===== src/rtl/dma_pkg.sv =====
package dma_pkg;
  typedef enum logic [2:0] {ST_IDLE, ST_REQ, ST_RD, ST_WR, ST_RFSH} dma_state_e;

  localparam logic [2:0] SEL_SRC  = 3'd0;
  localparam logic [2:0] SEL_DST  = 3'd1;
  localparam logic [2:0] SEL_CNT  = 3'd2;
  localparam logic [2:0] SEL_MODE = 3'd3;
  localparam logic [2:0] SEL_GO   = 3'd4;

  function automatic logic [2:0] cyc_len(input logic [1:0] tm);
    case (tm)
      2'b00:   return 3'd2;
      2'b01:   return 3'd3;
      default: return 3'd4;
    endcase
  endfunction
endpackage


===== src/rtl/dma_cfg.sv =====
module dma_cfg import dma_pkg::*; #(
  parameter int AW = 16,
  parameter int CW = 16
) (
  input  logic          clk_i,
  input  logic          rst_ni,
  input  logic          we_i,
  input  logic [2:0]    sel_i,
  input  logic [AW-1:0] wdata_i,
  input  logic          busy_i,
  input  logic          step_i,
  output logic [AW-1:0] src_o,
  output logic [AW-1:0] dst_o,
  output logic [CW-1:0] cnt_o,
  output logic [1:0]    tmode_o,
  output logic          desc_o,
  output logic          go_o
);
  logic acc;
  assign acc  = we_i && !busy_i;
  assign go_o = acc && (sel_i == SEL_GO);

  always_ff @(posedge clk_i or negedge rst_ni) begin
    if (!rst_ni) begin
      src_o   <= '0;
      dst_o   <= '0;
      cnt_o   <= '0;
      tmode_o <= 2'b01;
      desc_o  <= 1'b0;
    end else if (acc) begin
      case (sel_i)
        SEL_SRC:  src_o <= wdata_i;
        SEL_DST:  dst_o <= wdata_i;
        SEL_CNT:  cnt_o <= wdata_i[CW-1:0];
        SEL_MODE: begin
          tmode_o <= wdata_i[1:0];
          desc_o  <= wdata_i[2];
        end
        default: ;
      endcase
    end else if (step_i) begin
      src_o <= desc_o ? src_o - AW'(1) : src_o + AW'(1);
      dst_o <= desc_o ? dst_o - AW'(1) : dst_o + AW'(1);
      cnt_o <= cnt_o - CW'(1);
    end
  end

  assert_no_underflow_R7: assert property (@(posedge clk_i) disable iff (!rst_ni)
    step_i |-> cnt_o != '0);
  assert_cfg_frozen_R1: assert property (@(posedge clk_i) disable iff (!rst_ni)
    (busy_i && !step_i) |=> ($stable(src_o) && $stable(dst_o) && $stable(cnt_o)));
endmodule


===== src/rtl/dma_refresh.sv =====
module dma_refresh #(
  parameter int ROWS     = 128,
  parameter int DEADLINE = 7000
) (
  input  logic clk_i,
  input  logic rst_ni,
  input  logic clr_i,
  input  logic active_i,
  input  logic byte_i,
  input  logic burst_done_i,
  output logic need_o
);
  localparam int DLW = $clog2(DEADLINE + 1);
  localparam int RW  = $clog2(ROWS);

  logic [DLW-1:0] dl_q;
  logic [RW-1:0]  run_q;
  logic           wrap;

  // a byte completing a full sweep cancels a pending burst
  assign wrap   = byte_i && (run_q == RW'(ROWS - 1));
  assign need_o = (dl_q >= DLW'(DEADLINE)) && !wrap;

  always_ff @(posedge clk_i or negedge rst_ni) begin
    if (!rst_ni) begin
      dl_q  <= '0;
      run_q <= '0;
    end else if (clr_i || burst_done_i || wrap) begin
      dl_q  <= '0;
      run_q <= '0;
    end else begin
      if (byte_i) run_q <= run_q + RW'(1);
      if (active_i && dl_q < DLW'(DEADLINE)) dl_q <= dl_q + DLW'(1);
    end
  end

  assert_need_after_deadline_R9: assert property (@(posedge clk_i) disable iff (!rst_ni)
    need_o |-> !$past(clr_i));
endmodule


===== src/rtl/dma_seq.sv =====
module dma_seq import dma_pkg::*; #(
  parameter int AW   = 16,
  parameter int DW   = 8,
  parameter int CW   = 16,
  parameter int ROWS = 128
) (
  input  logic          clk_i,
  input  logic          rst_ni,
  input  logic          go_i,
  input  logic [CW-1:0] cnt_i,
  input  logic [1:0]    tmode_i,
  input  logic [AW-1:0] src_i,
  input  logic [AW-1:0] dst_i,
  input  logic          need_rfsh_i,
  input  logic          busack_n_i,
  input  logic [DW-1:0] data_i,
  output logic          busy_o,
  output logic          step_o,
  output logic          burst_done_o,
  output logic          active_o,
  output logic          done_o,
  output logic          busreq_n_o,
  output logic          bus_oe_o,
  output logic [AW-1:0] addr_o,
  output logic [DW-1:0] data_o,
  output logic          mreq_n_o,
  output logic          rd_n_o,
  output logic          wr_n_o,
  output logic          rfsh_n_o
);
  localparam int RW = $clog2(ROWS);

  dma_state_e    state_q;
  logic [1:0]    ph_q;
  logic [RW-1:0] row_q;
  logic [DW-1:0] dat_q;
  logic          done_q;
  logic          ack, on_bus, last, mid;
  logic [2:0]    len;

  assign len    = cyc_len(tmode_i);
  assign last   = ({1'b0, ph_q} == len - 3'd1);
  assign mid    = ph_q != 2'd0;
  assign ack    = !busack_n_i;
  assign on_bus = (state_q == ST_RD) || (state_q == ST_WR) || (state_q == ST_RFSH);

  assign bus_oe_o     = on_bus && ack;
  assign active_o     = bus_oe_o;
  assign busy_o       = state_q != ST_IDLE;
  assign busreq_n_o   = !busy_o;
  assign done_o       = done_q;
  assign step_o       = bus_oe_o && (state_q == ST_WR) && last;
  assign burst_done_o = bus_oe_o && (state_q == ST_RFSH) && (row_q == RW'(ROWS - 1));

  always_comb begin
    addr_o   = '0;
    data_o   = '0;
    mreq_n_o = 1'b1;
    rd_n_o   = 1'b1;
    wr_n_o   = 1'b1;
    rfsh_n_o = 1'b1;
    if (bus_oe_o) begin
      case (state_q)
        ST_RD: begin
          addr_o   = src_i;
          mreq_n_o = !mid;
          rd_n_o   = !mid;
        end
        ST_WR: begin
          addr_o   = dst_i;
          data_o   = dat_q;
          mreq_n_o = !mid;
          wr_n_o   = !mid;
        end
        ST_RFSH: begin
          addr_o   = {{(AW-RW){1'b0}}, row_q};
          mreq_n_o = 1'b0;
          rfsh_n_o = 1'b0;
        end
        default: ;
      endcase
    end
  end

  always_ff @(posedge clk_i or negedge rst_ni) begin
    if (!rst_ni) begin
      state_q <= ST_IDLE;
      ph_q    <= '0;
      row_q   <= '0;
      dat_q   <= '0;
      done_q  <= 1'b0;
    end else if (state_q == ST_IDLE) begin
      if (go_i) begin
        if (cnt_i == '0) done_q <= 1'b1;
        else begin
          done_q  <= 1'b0;
          state_q <= ST_REQ;
        end
      end
    end else if (state_q == ST_REQ) begin
      ph_q <= '0;
      if (ack) state_q <= ST_RD;
    end else if (!ack) begin
      // lost the bus: restart the current byte later
      state_q <= ST_REQ;
      ph_q    <= '0;
    end else if (state_q == ST_RD) begin
      if (last) begin
        dat_q   <= data_i;
        ph_q    <= '0;
        state_q <= ST_WR;
      end else ph_q <= ph_q + 2'd1;
    end else if (state_q == ST_WR) begin
      if (last) begin
        ph_q <= '0;
        if (cnt_i == CW'(1)) begin
          state_q <= ST_IDLE;
          done_q  <= 1'b1;
        end else if (need_rfsh_i) begin
          state_q <= ST_RFSH;
          row_q   <= '0;
        end else state_q <= ST_RD;
      end else ph_q <= ph_q + 2'd1;
    end else begin
      row_q <= row_q + RW'(1);
      if (row_q == RW'(ROWS - 1)) state_q <= ST_RD;
    end
  end

  assert_quiet_without_ack_R3: assert property (@(posedge clk_i) disable iff (!rst_ni)
    busack_n_i |-> (rd_n_o && wr_n_o && mreq_n_o && rfsh_n_o));
  assert_single_strobe_R4: assert property (@(posedge clk_i) disable iff (!rst_ni)
    !(!rd_n_o && !wr_n_o));
  assert_addr_held_R4: assert property (@(posedge clk_i) disable iff (!rst_ni)
    (state_q == ST_RD && mid && ack && $past(ack)) |-> $stable(addr_o));
  assert_done_released_R7: assert property (@(posedge clk_i) disable iff (!rst_ni)
    done_o |-> busreq_n_o);
  assert_row_order_R9: assert property (@(posedge clk_i) disable iff (!rst_ni)
    (state_q == ST_RFSH && $past(state_q == ST_RFSH) && $past(ack) && ack)
      |-> row_q == $past(row_q) + RW'(1));
endmodule


===== src/rtl/dma_engine.sv =====
module dma_engine #(
  parameter int AW            = 16,
  parameter int DW            = 8,
  parameter int CW            = 16,
  parameter int ROWS          = 128,
  parameter int RFSH_DEADLINE = 7000
) (
  input  logic          clk_i,
  input  logic          rst_ni,
  input  logic          cfg_we_i,
  input  logic [2:0]    cfg_sel_i,
  input  logic [AW-1:0] cfg_wdata_i,
  output logic          done_o,
  output logic          busreq_n_o,
  input  logic          busack_n_i,
  output logic          bus_oe_o,
  output logic [AW-1:0] addr_o,
  input  logic [DW-1:0] data_i,
  output logic [DW-1:0] data_o,
  output logic          mreq_n_o,
  output logic          rd_n_o,
  output logic          wr_n_o,
  output logic          rfsh_n_o
);
  logic          busy, step, go, need, burst_done, active, desc;
  logic [AW-1:0] src, dst;
  logic [CW-1:0] cnt;
  logic [1:0]    tmode;

  dma_cfg #(.AW(AW), .CW(CW)) u_cfg (
    .clk_i(clk_i), .rst_ni(rst_ni), .we_i(cfg_we_i), .sel_i(cfg_sel_i),
    .wdata_i(cfg_wdata_i), .busy_i(busy), .step_i(step), .src_o(src),
    .dst_o(dst), .cnt_o(cnt), .tmode_o(tmode), .desc_o(desc), .go_o(go)
  );

  dma_refresh #(.ROWS(ROWS), .DEADLINE(RFSH_DEADLINE)) u_refresh (
    .clk_i(clk_i), .rst_ni(rst_ni), .clr_i(go), .active_i(active),
    .byte_i(step), .burst_done_i(burst_done), .need_o(need)
  );

  dma_seq #(.AW(AW), .DW(DW), .CW(CW), .ROWS(ROWS)) u_seq (
    .clk_i(clk_i), .rst_ni(rst_ni), .go_i(go), .cnt_i(cnt), .tmode_i(tmode),
    .src_i(src), .dst_i(dst), .need_rfsh_i(need), .busack_n_i(busack_n_i),
    .data_i(data_i), .busy_o(busy), .step_o(step), .burst_done_o(burst_done),
    .active_o(active), .done_o(done_o), .busreq_n_o(busreq_n_o),
    .bus_oe_o(bus_oe_o), .addr_o(addr_o), .data_o(data_o),
    .mreq_n_o(mreq_n_o), .rd_n_o(rd_n_o), .wr_n_o(wr_n_o), .rfsh_n_o(rfsh_n_o)
  );

  // desc is consumed inside u_cfg; kept here for visibility of the mode
  logic unused_desc;
  assign unused_desc = desc;
endmodule


===== config.mk =====
export PLATFORM = sky130hd
export DESIGN_NAME = dma_engine
export DESIGN_NICKNAME = d
export VERILOG_FILES = /design/src/rtl/dma_pkg.sv /design/src/rtl/dma_cfg.sv /design/src/rtl/dma_refresh.sv /design/src/rtl/dma_seq.sv /design/src/rtl/dma_engine.sv
export SDC_FILE = /design/constraint.sdc
export NUM_CORES = 1
export LEC_CHECK = 0
export BUFFER_PORTS_ARGS = -buffer_cell sky130_fd_sc_hd__buf_2
export CORE_MARGIN = 1.5
export CORE_UTILIZATION = 30
export CTS_BUF_LIST = sky130_fd_sc_hd__clkbuf_2
export CTS_CLUSTER_DIAMETER = 80
export DETAILED_ROUTE_END_ITERATION = 7
export GPL_TIMING_DRIVEN = 0
export PLACE_DENSITY = 0.51
export SLEW_MARGIN = 20
export SYNTH_ARGS = -nofsm -noshare
export SYNTH_HDL_FRONTEND = slang
export SYNTH_SLANG_ARGS = --single-unit

===== constraint.sdc =====
create_clock -name clk_i -period 5.9 [get_ports clk_i]
set_input_delay 1.18 -clock clk_i [delete_from_list [all_inputs] [get_ports clk_i]]
set_output_delay 1.18 -clock clk_i [all_outputs]
set_load 0.01 [all_outputs]

# Yosys cells after proc, flatten, opt, wreduce, memory -nomap -nowiden
# Index checks and enable logic that the tools add are counted.
[totals]
register_bits = 92
in_bits = 31
output_inout_bits = 31
[classes]
magnitude_cmp = 2
n_reduce_logical = 42
muxes = 59
add_sub_neg = 10
n_bitwise = 4
n_eq_ne = 27
[ops]
columns = ["op", "count"]
rows = [
  ["2-to-1 mux 16 bit", 12],
  ["one-hot mux 16 bit (3 select lines)", 1],
  ["subtractor 16 x 1 -> 16 bit, second input constant", 3],
  ["2-to-1 mux 7 bit", 6],
  ["2-to-1 mux 3 bit", 13],
  ["adder 16 x 1 -> 16 bit, second input constant", 2],
  ["2-to-1 mux 13 bit", 2],
  ["equality test 16 x 1 -> 1 bit, second input constant", 1],
  ["zero test 16 bit", 1],
  ["2-to-1 mux 1 bit", 16],
  ["2-to-1 mux 8 bit", 2],
  ["adder 7 x 1 -> 7 bit, second input constant", 2],
  ["equality test 7 bit, second input constant", 2],
  ["inequality test 2 bit, second input constant", 7],
  ["AND reduction 7 bit", 2],
  ["nonzero test 2 bit", 7],
  ["adder 13 x 1 -> 13 bit, second input constant", 1],
  [">= comparator 13 bit, second input constant", 1],
  ["< comparator 13 bit, second input constant", 1],
  ["equality test 3 x 2 -> 1 bit, second input constant", 4],
  ["logical AND 1 bit", 10],
  ["2-to-1 mux 2 bit", 5],
  ["AND reduction 2 bit", 5],
  ["inequality test 2 x 1 -> 1 bit, second input constant", 4],
  ["22 further kinds", 34],
]

# Logic depth before layout (Yosys ltp)
[depth]
depth_word = 17
ltp_mapped = 10
depth_no_buf = 9

# Modules after synthesis
# Synthesis repeated with hierarchy kept, for this count alone.
[unflattened]
cells_unflattened = 805
hier_area_um2 = 6713.9
[by_module_without_submodules]
columns = ["module", "area_per_inst_um2", "seq_area_each_um2", "n_inst", "cells_per_inst"]
rows = [
  ["dma_cfg", 3962.6, 1277.5, 1, 491],
  ["dma_seq", 1611.5, 525.5, 1, 193],
  ["dma_refresh", 1139.8, 500.5, 1, 121],
]

# Least setup slack after synthesis
# OpenSTA, ideal clock, no wires.
[synth_timing]
path_type = "input to output"
startpoint = "in busack_n_i"
endpoint = "out rd_n_o"
required_ns = 4.720
setup_slack_ns = 2.816
arrival_time_ns = 1.904
stages = 4
path_cell_list = "inv_1 > nand2_1 > clkbuf_1 > or3_1"
[synth_via]
elab_chain_len = 3
[synth_lines]
columns = ["element", "line", "rtl"]
rows = [
  ["start, declared", "dma_engine.sv:15", "input logic busack_n_i,"],
  ["zero test 1 bit", "dma_seq.sv:44", "assign ack = !busack_n_i;"],
  ["logical AND 1 bit", "dma_seq.sv:47", "assign bus_oe_o = on_bus && ack;"],
  ["2-to-1 mux 1 bit", "dma_seq.sv:62", "if (bus_oe_o) begin"],
  ["end, declared", "dma_engine.sv:21", "output logic rd_n_o,"],
]
# No other way between the ends.

# Worst setup path in the final report
[layout_timing]
startpoint = "reg u_seq.state_q[0]"
endpoint = "out addr_o[6]"
[layout_via]
elab_chain_len = 5
elab_cells_between_ends = 8
classes_between = "3 x eq/ne; 2 x mux; 3 x reduce/logical"
[layout_lines]
columns = ["element", "line", "rtl"]
rows = [
  ["start, declared", "dma_seq.sv:33", "dma_state_e state_q;"],
  ["start signal, assigned", "dma_seq.sv:87", "state_q <= ST_IDLE;"],
  ["start signal, assigned", "dma_seq.sv:97", "state_q <= ST_REQ;"],
  ["start signal, assigned", "dma_seq.sv:102", "if (ack) state_q <= ST_RD;"],
  ["equality test 3 x 2 -> 1 bit", "dma_seq.sv:45, dma_seq.sv:63", ""],
  ["logical OR 1 bit (2 in a row)", "dma_seq.sv:45", "assign on_bus = (state_q == ST_RD) || (state_q == ST_WR) || (state_q == ST_RFSH);"],
  ["logical AND 1 bit", "dma_seq.sv:47", ""],
  ["2-to-1 mux 16 bit (*)", "dma_seq.sv:62", ""],
  ["end, declared", "dma_engine.sv:17", "output logic [AW-1:0] addr_o,"],
]
# Mark *: on every way between the ends. The rest lies on a longest branch, timed or not.

==> impl_metrics.csv <==
group,metric,value,unit
status,status,"completed",
logic_synthesis,synthCells,745,
logic_synthesis,synthArstFlopShare,100,%
detailed_routing,ant_nets,0,
timing,fin_worst_skew,0.0364,ns
cells_and_area,fillers,2209,
detailed_routing,first_pass_iters,5,
cells_and_area,fin_nets,887,
clocking,postCtsHoldBufs,0,
floorplan,die_h,150,µm
global_routing,grt_pass1_vias,5492,
logic_synthesis,yosys_register_bits,92,
worst_setup_path,path_max_fanout,10,
pwr,peakVddDrop,0.000153,V
global_routing,grt_first_pass_wirelength,30.7,mm
hold_path,hold_class,"primary input to async pin",
clocking,cts_sinks,92,
cells_and_area,area_growth,12.5,%
global_routing,grt_max_degree,53,
clocking,cts_tree,"done",
timing,min_period_over_period,66.3,%
logic_synthesis,yosysWarnings,0,
worst_setup_path,r2r-start,"u_cfg.desc_o",
timing,fin_setup_tns,0,ns
timing,setup_ws,1.99,ns
logic_synthesis,synth_ff_type,"dfrtp_1",
detailed_routing,wl,19.1,mm
clocking,h-tree-depth,3,
logic_synthesis,syn_avg_cell_area,8.65,µm²
worst_setup_path,reg2reg_depth,10,
placed_design,place_area,7130,µm²
pwr,power.leakage,3.29,nW
worst_setup_path,r2r-end,"u_cfg.dst_o[14]",
detailed_routing,vias_per_cell,5.24,
cells_and_area,design_area,7250,µm²
worst_setup_path,start_kind,"flop",
placed_design,preCtsSetupSlack,2.19,ns
timing,tightest_slew,0.806,ns
worst_setup_path,worst-setup-path-type,"flop to output pin",
clocking,cts_root_buf,"clkbuf_2",
worst_setup_path,arrival,2.73,ns
cells_and_area,utilization,34.5,%
global_routing,gr-usage-all-layers,17.9,%
floorplan,start_util,30.6,%
clocking,clkTransAtPathRegs,0.33,ns
pwr,powerDensity,486,nW/µm²
logic_synthesis,synth_fp_nets,814,
clocking,cts.path.max_buffers,2,
timing,min_period,3.91,ns
job,maxCapViolCount,0,
worst_setup_path,required,4.72,ns
placed_design,detailed_place_hpwl,14.2,mm
logic_synthesis,yosysUniqueCellTypes,70,
floorplan,rows,53,
clocking,cts-buffers-inserted,9,
clocking,ctsResizeCount,0,
cells_and_area,final_layout_size_suffix_gt1_share,15.2,%
clocking,cts_setup_buffers,0,
timing,setup-violations-final,0,
detailed_routing,avgRoutedWirePerCell,17.4,µm
placed_design,gp_congestion,0.838,
logic_synthesis,syn_area,6440,µm²
timing,fmax,256,MHz
logic_synthesis,yosysSeqAreaShare,35.8,%
clocking,clk-insertion-delay-late,0.67,ns
worst_setup_path,regToRegSetupSlack,2.31,ns
timing,slew_headroom,46.2,%
detailed_routing,initialDrtViolationCount,411,
timing,hold_viol,0,
cells_and_area,final_cells,1099,
timing,slew_violations,0,
global_routing,antenna_found_initial,1,
floorplan,top_level_ports,62,
floorplan,fp.dieW,150,µm
worst_setup_path,cp-end-kind,"output pin",
placed_design,numPortBuffers,61,
timing,rsz0062_at_grt,"false",
floorplan,dieArea,22400,µm²
global_routing,grt_overflow_total,0,
detailed_routing,drc,0,
detailed_routing,vias,5755,
floorplan,core-area,21000,µm²
logic_synthesis,synth-edff-count,0,
placed_design,dp_cells,1082,
-- final cells by class --
class                   instances  area (µm²)  share of cell area (%)
flip-flops and latches         92        2300                    31.8
plain buffers                  31         146                    2.02
well taps                     275         344                    4.75
repair buffers                 62         339                    4.68
multi-input cells             600        3910                    53.9
inverters                      22        82.6                    1.14
diodes                          1        2.50                  0.0345
clock inverters                 7        73.8                    1.02
clock buffers                   9        45.0                   0.622
-- state kept, by name (all words and copies together), names as in the netlist --
signal and flops:
u_refresh.run_q 7, u_cfg.tmode_o 2, u_cfg.dst_o 16, u_refresh.dl_q 13
u_seq.state_q 3, u_seq.row_q 7, u_cfg.src_o 16, u_seq.done_o 1
u_seq.ph_q 2, u_seq.dat_q 8, u_cfg.cnt_o 16, u_cfg.desc_o 1
-- logic make-up after synthesis --
kind of cell | count (synthesis) | share of synthesized area [%]
flip-flops | 92 | 35.8
multiplexers | 31 | 5.03
AO/OA/AOI/OAI | 209 | 21.8
adder cells (fa/ha/maj) | 38 | 7.61
XOR/XNOR | 39 | 5.30
AND/OR/NAND/NOR | 283 | 20.9
buffers and inverters | 53 | 3.55
-- Yosys cell counts (3+ instances only) --
library cell / instances / area, µm²
dfrtp_1: 91 / 2280
inv_1: 22 / 82.6
a21oi_1: 51 / 255
and3_1: 6 / 37.5
nor2_1: 103 / 387
o31ai_1: 7 / 52.6
a211o_1: 4 / 35.0
nor2b_1: 4 / 25.0
a21boi_0: 3 / 22.5
buf_4: 3 / 22.5
a31o_2: 3 / 26.3
a311oi_1: 3 / 26.3
buf_2: 9 / 45.0
nor4_1: 4 / 25.0
or3_1: 9 / 56.3
nor2_2: 3 / 18.8
o21bai_1: 3 / 22.5
a22o_1: 7 / 61.3
ha_1: 36 / 450
o21a_1: 6 / 45.0
nand2_1: 82 / 308
and2_1: 9 / 56.3
o41ai_1: 4 / 35.0
o221ai_1: 7 / 61.3
a221oi_1: 3 / 26.3
clkbuf_1: 17 / 63.8
o211ai_1: 5 / 37.5
nor3_1: 10 / 50.1
o21ai_0: 41 / 205
xnor2_1: 16 / 140
xor2_1: 23 / 201
nand3_1: 25 / 125
a21o_1: 10 / 75.1
mux2_2: 11 / 124
nand2b_1: 9 / 56.3
nand4_1: 3 / 18.8
mux2i_1: 20 / 200
a31oi_1: 24 / 150
a211oi_1: 7 / 52.6
-- routing by layer --
layer,up-vias,GRT usage [%],wire (µm)
met5,-,0,0
li1,2859,-,-
met4,0,6.14,328
met2,99,27.4,8710
met3,20,2.10,610
met1,2777,25.9,9450
-- where the power goes --
part	total, mW	switching, mW	internal, mW
clock network	0.351	0.277	0.0742
logic	2.09	1.20	0.890
registers	1.08	0.238	0.843
-- per-stage QoR --
step / total power [mW] / hold slack, ns
3_5_place_dp: 3.17 / 0.470
4_1_cts: 3.53 / 0.319
3_3_place_gp: 3.16 / 0.465
6_report: 3.52 / 0.353
2_1_floorplan: 2.64 / 0.444
5_1_grt: 3.87 / 0.311
-- how the worst max path moves through the flow --
stage / depth (start not counted) / end / slack (ns) / startpoint
2_1_floorplan: 4 / rd_n_o / 2.82 / busack_n_i
3_3_place_gp: 10 / u_cfg.src_o[12] / 2.03 / u_cfg.desc_o
3_5_place_dp: 6 / addr_o[15] / 2.19 / busack_n_i
4_1_cts: 7 / addr_o[6] / 1.89 / u_seq.state_q[0]
5_1_grt: 7 / addr_o[5] / 1.78 / u_seq.state_q[0]
6_report: 7 / addr_o[6] / 1.99 / u_seq.state_q[0]
-- layout by cell type (no fill, tap or decap), types with 4 or more instances in the layout --
master / count
nand2_1: 82
nor4_1: 4
nor2_1: 103
xor2_1: 23
o31ai_1: 7
a211oi_1: 7
and3_1: 6
a21oi_1: 51
inv_8: 5
o221ai_1: 7
xnor2_1: 16
a31oi_1: 24
or3_1: 9
and2_1: 9
o21a_1: 6
mux2_2: 11
a22o_1: 7
a211o_1: 4
o21ai_0: 41
nand2b_1: 9
buf_2: 69
clkbuf_1: 17
nor3_1: 10
mux2i_1: 20
nor2b_1: 4
inv_1: 22
nand3_1: 25
a21o_1: 10
o211ai_1: 5
o41ai_1: 4
dfrtp_1: 90
ha_1: 36
clkbuf_2: 9
-- worst max-delay path, cell delays in order, from the launching register on --
cell and delay (ns):
dfrtp_1 0.47, buf_4 0.22, buf_1 0.63, mux2i_1 0.36
nor2_1 0.07, a21oi_1 0.12, nor2_1 0.05, buf_2 0.16
No activity file was read; power rests on OpenSTA's default activity.
